File: config.mk
export PLATFORM = sky130hd
export DESIGN_NAME = pinmux_top
export DESIGN_NICKNAME = d
export VERILOG_FILES = /design/src/rtl/pinmux_pkg.sv /design/src/rtl/pinmux_regs.sv /design/src/rtl/pinmux_level_eval.sv /design/src/rtl/pinmux_pin_route.sv /design/src/rtl/pinmux_top.sv
export SDC_FILE = /design/constraint.sdc
export NUM_CORES = 1
export LEC_CHECK = 0
export ABC_AREA = 1
export CORE_MARGIN = 10
export CORE_UTILIZATION = 43
export CTS_CLUSTER_DIAMETER = 60
export CTS_CLUSTER_SIZE = 30
export DETAILED_ROUTE_END_ITERATION = 7
export PLACE_DENSITY = 0.81
export SYNTH_ARGS = -nofsm -noshare
export SYNTH_HDL_FRONTEND = slang
export SYNTH_SLANG_ARGS = --single-unit
File: constraint.sdc
create_clock -name clk -period 4.6 [get_ports clk]
set_clock_uncertainty 0.15 [all_clocks]
set_input_delay 0.92 -clock clk [delete_from_list [all_inputs] [get_ports clk]]
set_output_delay 0.92 -clock clk [all_outputs]
set_load 0.02 [all_outputs]
File: src/rtl/pinmux_pkg.sv
package pinmux_pkg;
  localparam int NUM_PINS  = 5;
  localparam int NUM_LVL   = 5;
  localparam int NUM_EXPR  = 2;
  localparam int NUM_DESC  = 3;
  localparam int NUM_CTL   = 4;
  localparam int DATA_W    = 32;
  localparam int ADDR_W    = 5;
  localparam int NSRC      = NUM_LVL + 1;
  localparam int NWORD     = NUM_CTL + 1;
  localparam int STRAP_IDX = NUM_CTL;
  localparam int NBYTE     = DATA_W / 8;

  // One field comparison: word index, field lsb, field mask, compare kind, value
  typedef struct packed {
    logic       used;
    logic [2:0] word;
    logic [4:0] lsb;
    logic [1:0] mask;
    logic       neq;
    logic [1:0] val;
  } fdesc_t;

  function automatic fdesc_t mk(int w, int lsb, int msk, int neq, int val);
    fdesc_t r;
    r.used = 1'b1;
    r.word = 3'(w);
    r.lsb  = 5'(lsb);
    r.mask = 2'(msk);
    r.neq  = 1'(neq);
    r.val  = 2'(val);
    return r;
  endfunction

  // Term table of the pin bank: pin p, level l, term e, comparison d
  function automatic fdesc_t desc_at(int p, int l, int e, int d);
    fdesc_t r;
    r = '0;
    case (p)
      0: if (e == 0 && l <= 1) begin
           if (d == 0) r = mk(0, 3, 1, 0, 1);
           if (d == 1) r = mk(1, 15, 1, 0, 1);
           if (d == 2) r = mk(2, 31, 1, 0, l);
         end
      1: if (l == 0 && d == 0) begin
           if (e == 0) r = mk(1, 12, 1, 0, 1);
           if (e == 1) r = mk(STRAP_IDX, 14, 1, 0, 1);
         end
      2: if (e == 0) begin
           if (l == 0 && d == 0) r = mk(2, 4, 3, 1, 0);
           if (l == 0 && d == 1) r = mk(3, 17, 1, 0, 1);
           if (l == 1 && d == 0) r = mk(3, 17, 1, 0, 1);
         end
      3: if (e == 0) begin
           if (l == 0 && d == 0) r = mk(2, 4, 3, 0, 3);
           if (l == 0 && d == 1) r = mk(3, 22, 1, 0, 1);
           if (l == 1 && d == 0) r = mk(3, 22, 1, 0, 1);
         end
      4: if (e == 0 && d == 0) begin
           if (l == 0) r = mk(3, 0, 1, 0, 1);
           if (l == 1) r = mk(STRAP_IDX, 6, 1, 0, 0);
         end
      default: r = '0;
    endcase
    return r;
  endfunction

  // Idle level seen by an unselected source (1 for active-low sources)
  function automatic logic idle_of(int p, int s);
    return ((p == 0) && (s <= 1)) || ((p == 1) && (s == 0)) || ((p == 3) && (s == 1));
  endfunction
endpackage

File: src/rtl/pinmux_regs.sv
module pinmux_regs
  import pinmux_pkg::*;
(
  input  logic                         clk,
  input  logic                         rst_n,
  input  logic [DATA_W-1:0]            strap_i,
  input  logic                         wr_en_i,
  input  logic [ADDR_W-1:0]            addr_i,
  input  logic [DATA_W-1:0]            wdata_i,
  input  logic [NBYTE-1:0]             be_i,
  output logic [DATA_W-1:0]            rdata_o,
  output logic [NWORD-1:0][DATA_W-1:0] words_o
);
  localparam int CTL_AW = $clog2(NUM_CTL);

  logic [1:0]                        rsync_q;
  logic                              rst_sync_n;
  logic [NUM_CTL-1:0][DATA_W-1:0]    ctl_q, ctl_d;
  logic [DATA_W-1:0]                 strap_q, strap_d;
  logic                              ld_q, ld_d;
  logic                              reg_en;
  logic [ADDR_W-3:0]                 widx;

  // Reset asserts asynchronously, releases on the clock
  always_ff @(posedge clk or negedge rst_n) begin
    if (!rst_n) rsync_q <= 2'b00;
    else        rsync_q <= {rsync_q[0], 1'b1};
  end
  assign rst_sync_n = rsync_q[1];

  assign widx   = addr_i[ADDR_W-1:2];
  assign reg_en = wr_en_i || !ld_q;

  always_comb begin
    ctl_d   = ctl_q;
    strap_d = strap_q;
    ld_d    = 1'b1;
    if (!ld_q) strap_d = strap_i;
    if (wr_en_i && (int'(widx) < NUM_CTL)) begin
      for (int b = 0; b < NBYTE; b++) begin
        if (be_i[b]) ctl_d[widx[CTL_AW-1:0]][8*b +: 8] = wdata_i[8*b +: 8];
      end
    end
  end

  always_ff @(posedge clk or negedge rst_sync_n) begin
    if (!rst_sync_n) begin
      ctl_q   <= '0;
      strap_q <= '0;
      ld_q    <= 1'b0;
    end else if (reg_en) begin
      ctl_q   <= ctl_d;
      strap_q <= strap_d;
      ld_q    <= ld_d;
    end
  end

  always_comb begin
    if (int'(widx) < NUM_CTL)        rdata_o = ctl_q[widx[CTL_AW-1:0]];
    else if (int'(widx) == STRAP_IDX) rdata_o = strap_q;
    else                              rdata_o = '0;
  end

  for (genvar i = 0; i < NUM_CTL; i++) begin : g_words
    assign words_o[i] = ctl_q[i];
  end
  assign words_o[STRAP_IDX] = strap_q;
endmodule

File: src/rtl/pinmux_level_eval.sv
module pinmux_level_eval
  import pinmux_pkg::*;
#(
  parameter int PIN = 0
) (
  input  logic [NWORD-1:0][DATA_W-1:0] words_i,
  output logic [NUM_LVL-1:0]           live_o
);
  for (genvar l = 0; l < NUM_LVL; l++) begin : g_lvl
    logic [NUM_EXPR-1:0] term_hit;
    for (genvar e = 0; e < NUM_EXPR; e++) begin : g_term
      localparam fdesc_t HEAD = desc_at(PIN, l, e, 0);
      logic [NUM_DESC-1:0] cmp_ok;
      for (genvar d = 0; d < NUM_DESC; d++) begin : g_cmp
        localparam fdesc_t DSC = desc_at(PIN, l, e, d);
        logic [1:0] fld;
        assign fld = 2'(words_i[DSC.word] >> DSC.lsb) & DSC.mask;
        assign cmp_ok[d] = !DSC.used || (DSC.neq ? (fld != DSC.val) : (fld == DSC.val));
      end
      assign term_hit[e] = HEAD.used && (&cmp_ok);
    end
    assign live_o[l] = |term_hit;
  end
endmodule

File: src/rtl/pinmux_pin_route.sv
module pinmux_pin_route
  import pinmux_pkg::*;
#(
  parameter int PIN = 0
) (
  input  logic [NUM_LVL-1:0] live_i,
  input  logic [NSRC-1:0]    src_do_i,
  input  logic [NSRC-1:0]    src_oe_i,
  input  logic               pad_i,
  output logic [NSRC-1:0]    sel_o,
  output logic [NSRC-1:0]    src_di_o,
  output logic               pad_o,
  output logic               pad_oe_o
);
  // Ranked pick: the first live level wins, fallback when none
  always_comb begin
    logic taken;
    taken = 1'b0;
    sel_o = '0;
    for (int l = 0; l < NUM_LVL; l++) begin
      if (live_i[l] && !taken) begin
        sel_o[l] = 1'b1;
        taken    = 1'b1;
      end
    end
    sel_o[NUM_LVL] = !taken;
  end

  assign pad_o    = |(sel_o & src_do_i);
  assign pad_oe_o = |(sel_o & src_oe_i);

  for (genvar s = 0; s < NSRC; s++) begin : g_ret
    localparam logic IDLE = idle_of(PIN, s);
    assign src_di_o[s] = sel_o[s] ? pad_i : IDLE;
  end
endmodule

File: src/rtl/pinmux_top.sv
module pinmux_top
  import pinmux_pkg::*;
(
  input  logic                     clk,
  input  logic                     rst_n,
  input  logic [DATA_W-1:0]        strap_i,
  input  logic                     wr_en_i,
  input  logic [ADDR_W-1:0]        addr_i,
  input  logic [DATA_W-1:0]        wdata_i,
  input  logic [NBYTE-1:0]         be_i,
  output logic [DATA_W-1:0]        rdata_o,
  output logic [NUM_PINS*NSRC-1:0] sel_o,
  input  logic [NUM_PINS*NSRC-1:0] src_do_i,
  input  logic [NUM_PINS*NSRC-1:0] src_oe_i,
  output logic [NUM_PINS*NSRC-1:0] src_di_o,
  input  logic [NUM_PINS-1:0]      pad_i,
  output logic [NUM_PINS-1:0]      pad_o,
  output logic [NUM_PINS-1:0]      pad_oe_o
);
  logic [NWORD-1:0][DATA_W-1:0] words;

  pinmux_regs u_regs (
    .clk     (clk),
    .rst_n   (rst_n),
    .strap_i (strap_i),
    .wr_en_i (wr_en_i),
    .addr_i  (addr_i),
    .wdata_i (wdata_i),
    .be_i    (be_i),
    .rdata_o (rdata_o),
    .words_o (words)
  );

  for (genvar p = 0; p < NUM_PINS; p++) begin : g_pin
    logic [NUM_LVL-1:0] live;

    pinmux_level_eval #(.PIN(p)) u_eval (
      .words_i (words),
      .live_o  (live)
    );

    pinmux_pin_route #(.PIN(p)) u_route (
      .live_i   (live),
      .src_do_i (src_do_i[p*NSRC +: NSRC]),
      .src_oe_i (src_oe_i[p*NSRC +: NSRC]),
      .pad_i    (pad_i[p]),
      .sel_o    (sel_o[p*NSRC +: NSRC]),
      .src_di_o (src_di_o[p*NSRC +: NSRC]),
      .pad_o    (pad_o[p]),
      .pad_oe_o (pad_oe_o[p])
    );
  end
endmodule

==> out/results.tsv <==
metric	value	unit
worst-endpoint-required	3.53	ns
status	finished, final reports clean	
synthToLayoutAreaGrowth	29.16	%
num_rows	50	
cts_max_level	4	
cp_slowest_stage_delay	0.62	ns
die_w	158.4	um
ioPinCount	243	
clock-root-buffer	clkbuf_16	
tns	0	ns
synthXorXnorAreaFrac	0	%
cp-start-kind	input pin	
port_buffers	176	
fillers	1637	
crit_path_end_kind	output pin	
drive_above_1_share	8.766	%
start_util	43.89	%
period_minus_slack	3.944	ns
dieArea	25090	sq um
drt-initial-drc-count	525	
core-area	18770	sq um
finalHoldViolCount	0	
fin_nets	1360	
rsz0062_at_grt	no	
cap_viol_max_count	0	
tritoncts	built	
ys_seq_elements	163	
synth_warnings	0	
dpl.hpwl	16120	um
synth.avg_cell_area	7.699	sq um
drv_slew	0	
max_slew_margin	34.41	%
synth_edf_count	0	
grtUsageTotal	17.79	%
synth-compound-area-share	9.052	%
ys_types	24	
overflow	0	
postCtsResizedCells	0	
drt-pass1-iter-count	7	
synth.area.mux_share	4.374	%
clock_path_buffers	2	
place_congestion	0.8130	
synth_top_family_by_area	simple AND/OR/NAND/NOR gates	
power.static_leakage	5.373	nW
postCtsSetupBuffers	0	
fmax	253.6	MHz
synth-seq-area-share	49.51	%
synth_top_area_share	49.51	%
path_buf_inv	4	
post_drt_wl_per_cell	15.51	um
antenna_found_initial	1	
drc	0	
synth-main-ff-cell	dfrtp_1	
ir_drop	0.3098	mV
synth_area_leader_cell	dfrtp_1	
grt_pass1_wl	35580	um
power_density	416.8	nW/um^2
async_reset_ff_share	100.0	%
final_antenna_net_count	0	
synthSimpleGateAreaFrac	27.93	%
dieHeight	158.4	um
grt_start_max_net_pins	90	
crit_slowest_cell	clkdlybuf4s50_1	
path_cells	clkdlybuf4s50_1 -> inv_2 -> nor3_4 -> buf_4 -> nand2_1 -> nand2_1 -> clkdlybuf4s50_1	
grt_pass1_vias	7016	
route.vias.total	7209	
cts_hold_buf	0	
hold_path.class	reg -> reg	
netlist_area	8238	sq um
final-setup-viol-count	0	
cp.arrival	2.87	ns
synth.area.top_cells	dfrtp_1 (50%), nand2_1 (26%), o21ai_0 (5.8%), buf_4 (4.3%), mux2_2 (3.4%)	
worstSetupPathType	in -> out	
synth_cells	1070	
cp_max_fo	32	
worst_pin_slew	0.9839	ns
numClockSinks	163	
wl	22750	um
yosysMostFrequentCell	nand2_1	
final_util	56.69	%
clock_latency	0.43	ns
path_clk_slew	0.06	ns
path_delay_family	buffers and inverters	
cts_made_buffers	17	
synthAdderAreaFrac	0	%
synthTopCellsByCount	nand2_1 (561), dfrtp_1 (163), o21ai_0 (96)	
fin_crit_sh	85.73	%
vias_per_cell	4.914	
-- where the power goes --
| part | switching [mW] | internal, mW | total [mW] |
|---|---|---|---|
| Combinational | 0.560 | 0.448 | 1.01 |
| Clock | 0.567 | 1.00 | 1.57 |
| Sequential | 0.164 | 1.69 | 1.86 |
| Total | 1.29 | 3.14 | 4.43 |
-- cells by family (layout without fill, tap and decap cells) --
group | after synthesis | count (layout)
compound gates | 131 | 131
simple gates | 597 | 597
flops | 163 | 163
other cells | 2 | 35
mux | 32 | 32
buf+inv | 145 | 275
-- path summary, 6_finish.rpt --
kind / startpoint / end / slack, ns / depth (start not counted)
worst min register to register: u_regs.rsync_q[0] / u_regs.rsync_q[1] / 0.21 / 0
max in group asynchronous: u_regs.rsync_q[1] / u_regs.words_o[38] / 2.93 / 1
min in group asynchronous: u_regs.rsync_q[1] / u_regs.strap_q[25] / 0.35 / 0
worst max register to register: u_regs.rsync_q[1] / u_regs.words_o[38] / 2.93 / 1
worst max-delay path: addr_i[4] / rdata_o[28] / 0.66 / 7
worst min-delay path: u_regs.rsync_q[0] / u_regs.rsync_q[1] / 0.21 / 0
-- state kept, by name (all words and copies together), names as in the netlist --
register / cells
u_regs.strap_q: 32
u_regs.rsync_q: 2
u_regs.ld_q: 1
u_regs.words_o: 128
-- stage by stage --
| stage | cells | power (mW) | worst slack, ns | instance area [sq um] | hold WS (ns) |
|---|---|---|---|---|---|
| 2_1_floorplan | 1102 | 2.510 | 1.690 | 8359 | 0.1811 |
| 3_5_place_dp | 1434 | 2.887 | 0.6513 | 9986 | 0.1879 |
| 6_report | 1467 | 4.435 | 0.6562 | 10640 | 0.2067 |
| 5_1_grt | 1467 | 4.667 | 0.5209 | 10640 | 0.2184 |
| 3_3_place_gp | 1434 | 2.848 | 0.6636 | 9986 | 0.1866 |
| 4_1_cts | 1466 | 4.466 | 0.6408 | 10640 | 0.2089 |
-- cell type report --
class	count	area, sq um	share of cell area (%)
clock inverter	10	177.7	1.670
sequential	163	4083	38.37
clock buffer	22	474.2	4.457
timing repair buffer	189	1867	17.54
inverter	54	202.7	1.905
tap	234	292.8	2.752
multi-input combinational	794	3541	33.28
antenna	1	2.502	0.02352
-- per-layer routing --
layer,vias to the layer above,GRT usage (%),wire length [um]
met4,0,5.382,439
met1,3336,20.91,8765
met5,-,0,0
met3,34,5.262,2169
met2,282,30.67,11370
li1,3557,-,-
-- placed cells by master (no fill, tap or decap), types with 2 or more instances in the layout --
master           synthesis  final
a21oi_1                  3      3
buf_4                   47     12
bufinv_16                0      5
clkbuf_1                19      2
clkbuf_16                0     17
clkbuf_8                 0      3
clkdlybuf4s50_1          0    175
clkinv_2                 0      4
conb_1                   2     34
dfrtp_1                163    162
inv_1                   52     51
inv_2                    2      2
mux2_1                   7      7
mux2_2                  25     25
nand2_1                561    561
nand2_2                  6      6
nand3_1                  8      8
nor2_1                  10     10
nor2_2                   4      4
nor3_1                   3      3
nor4_1                   2      2
o21ai_0                 96     96
o21ai_1                  8      8
o21ai_2                 24     24
(Power assumes the default switching activity.)
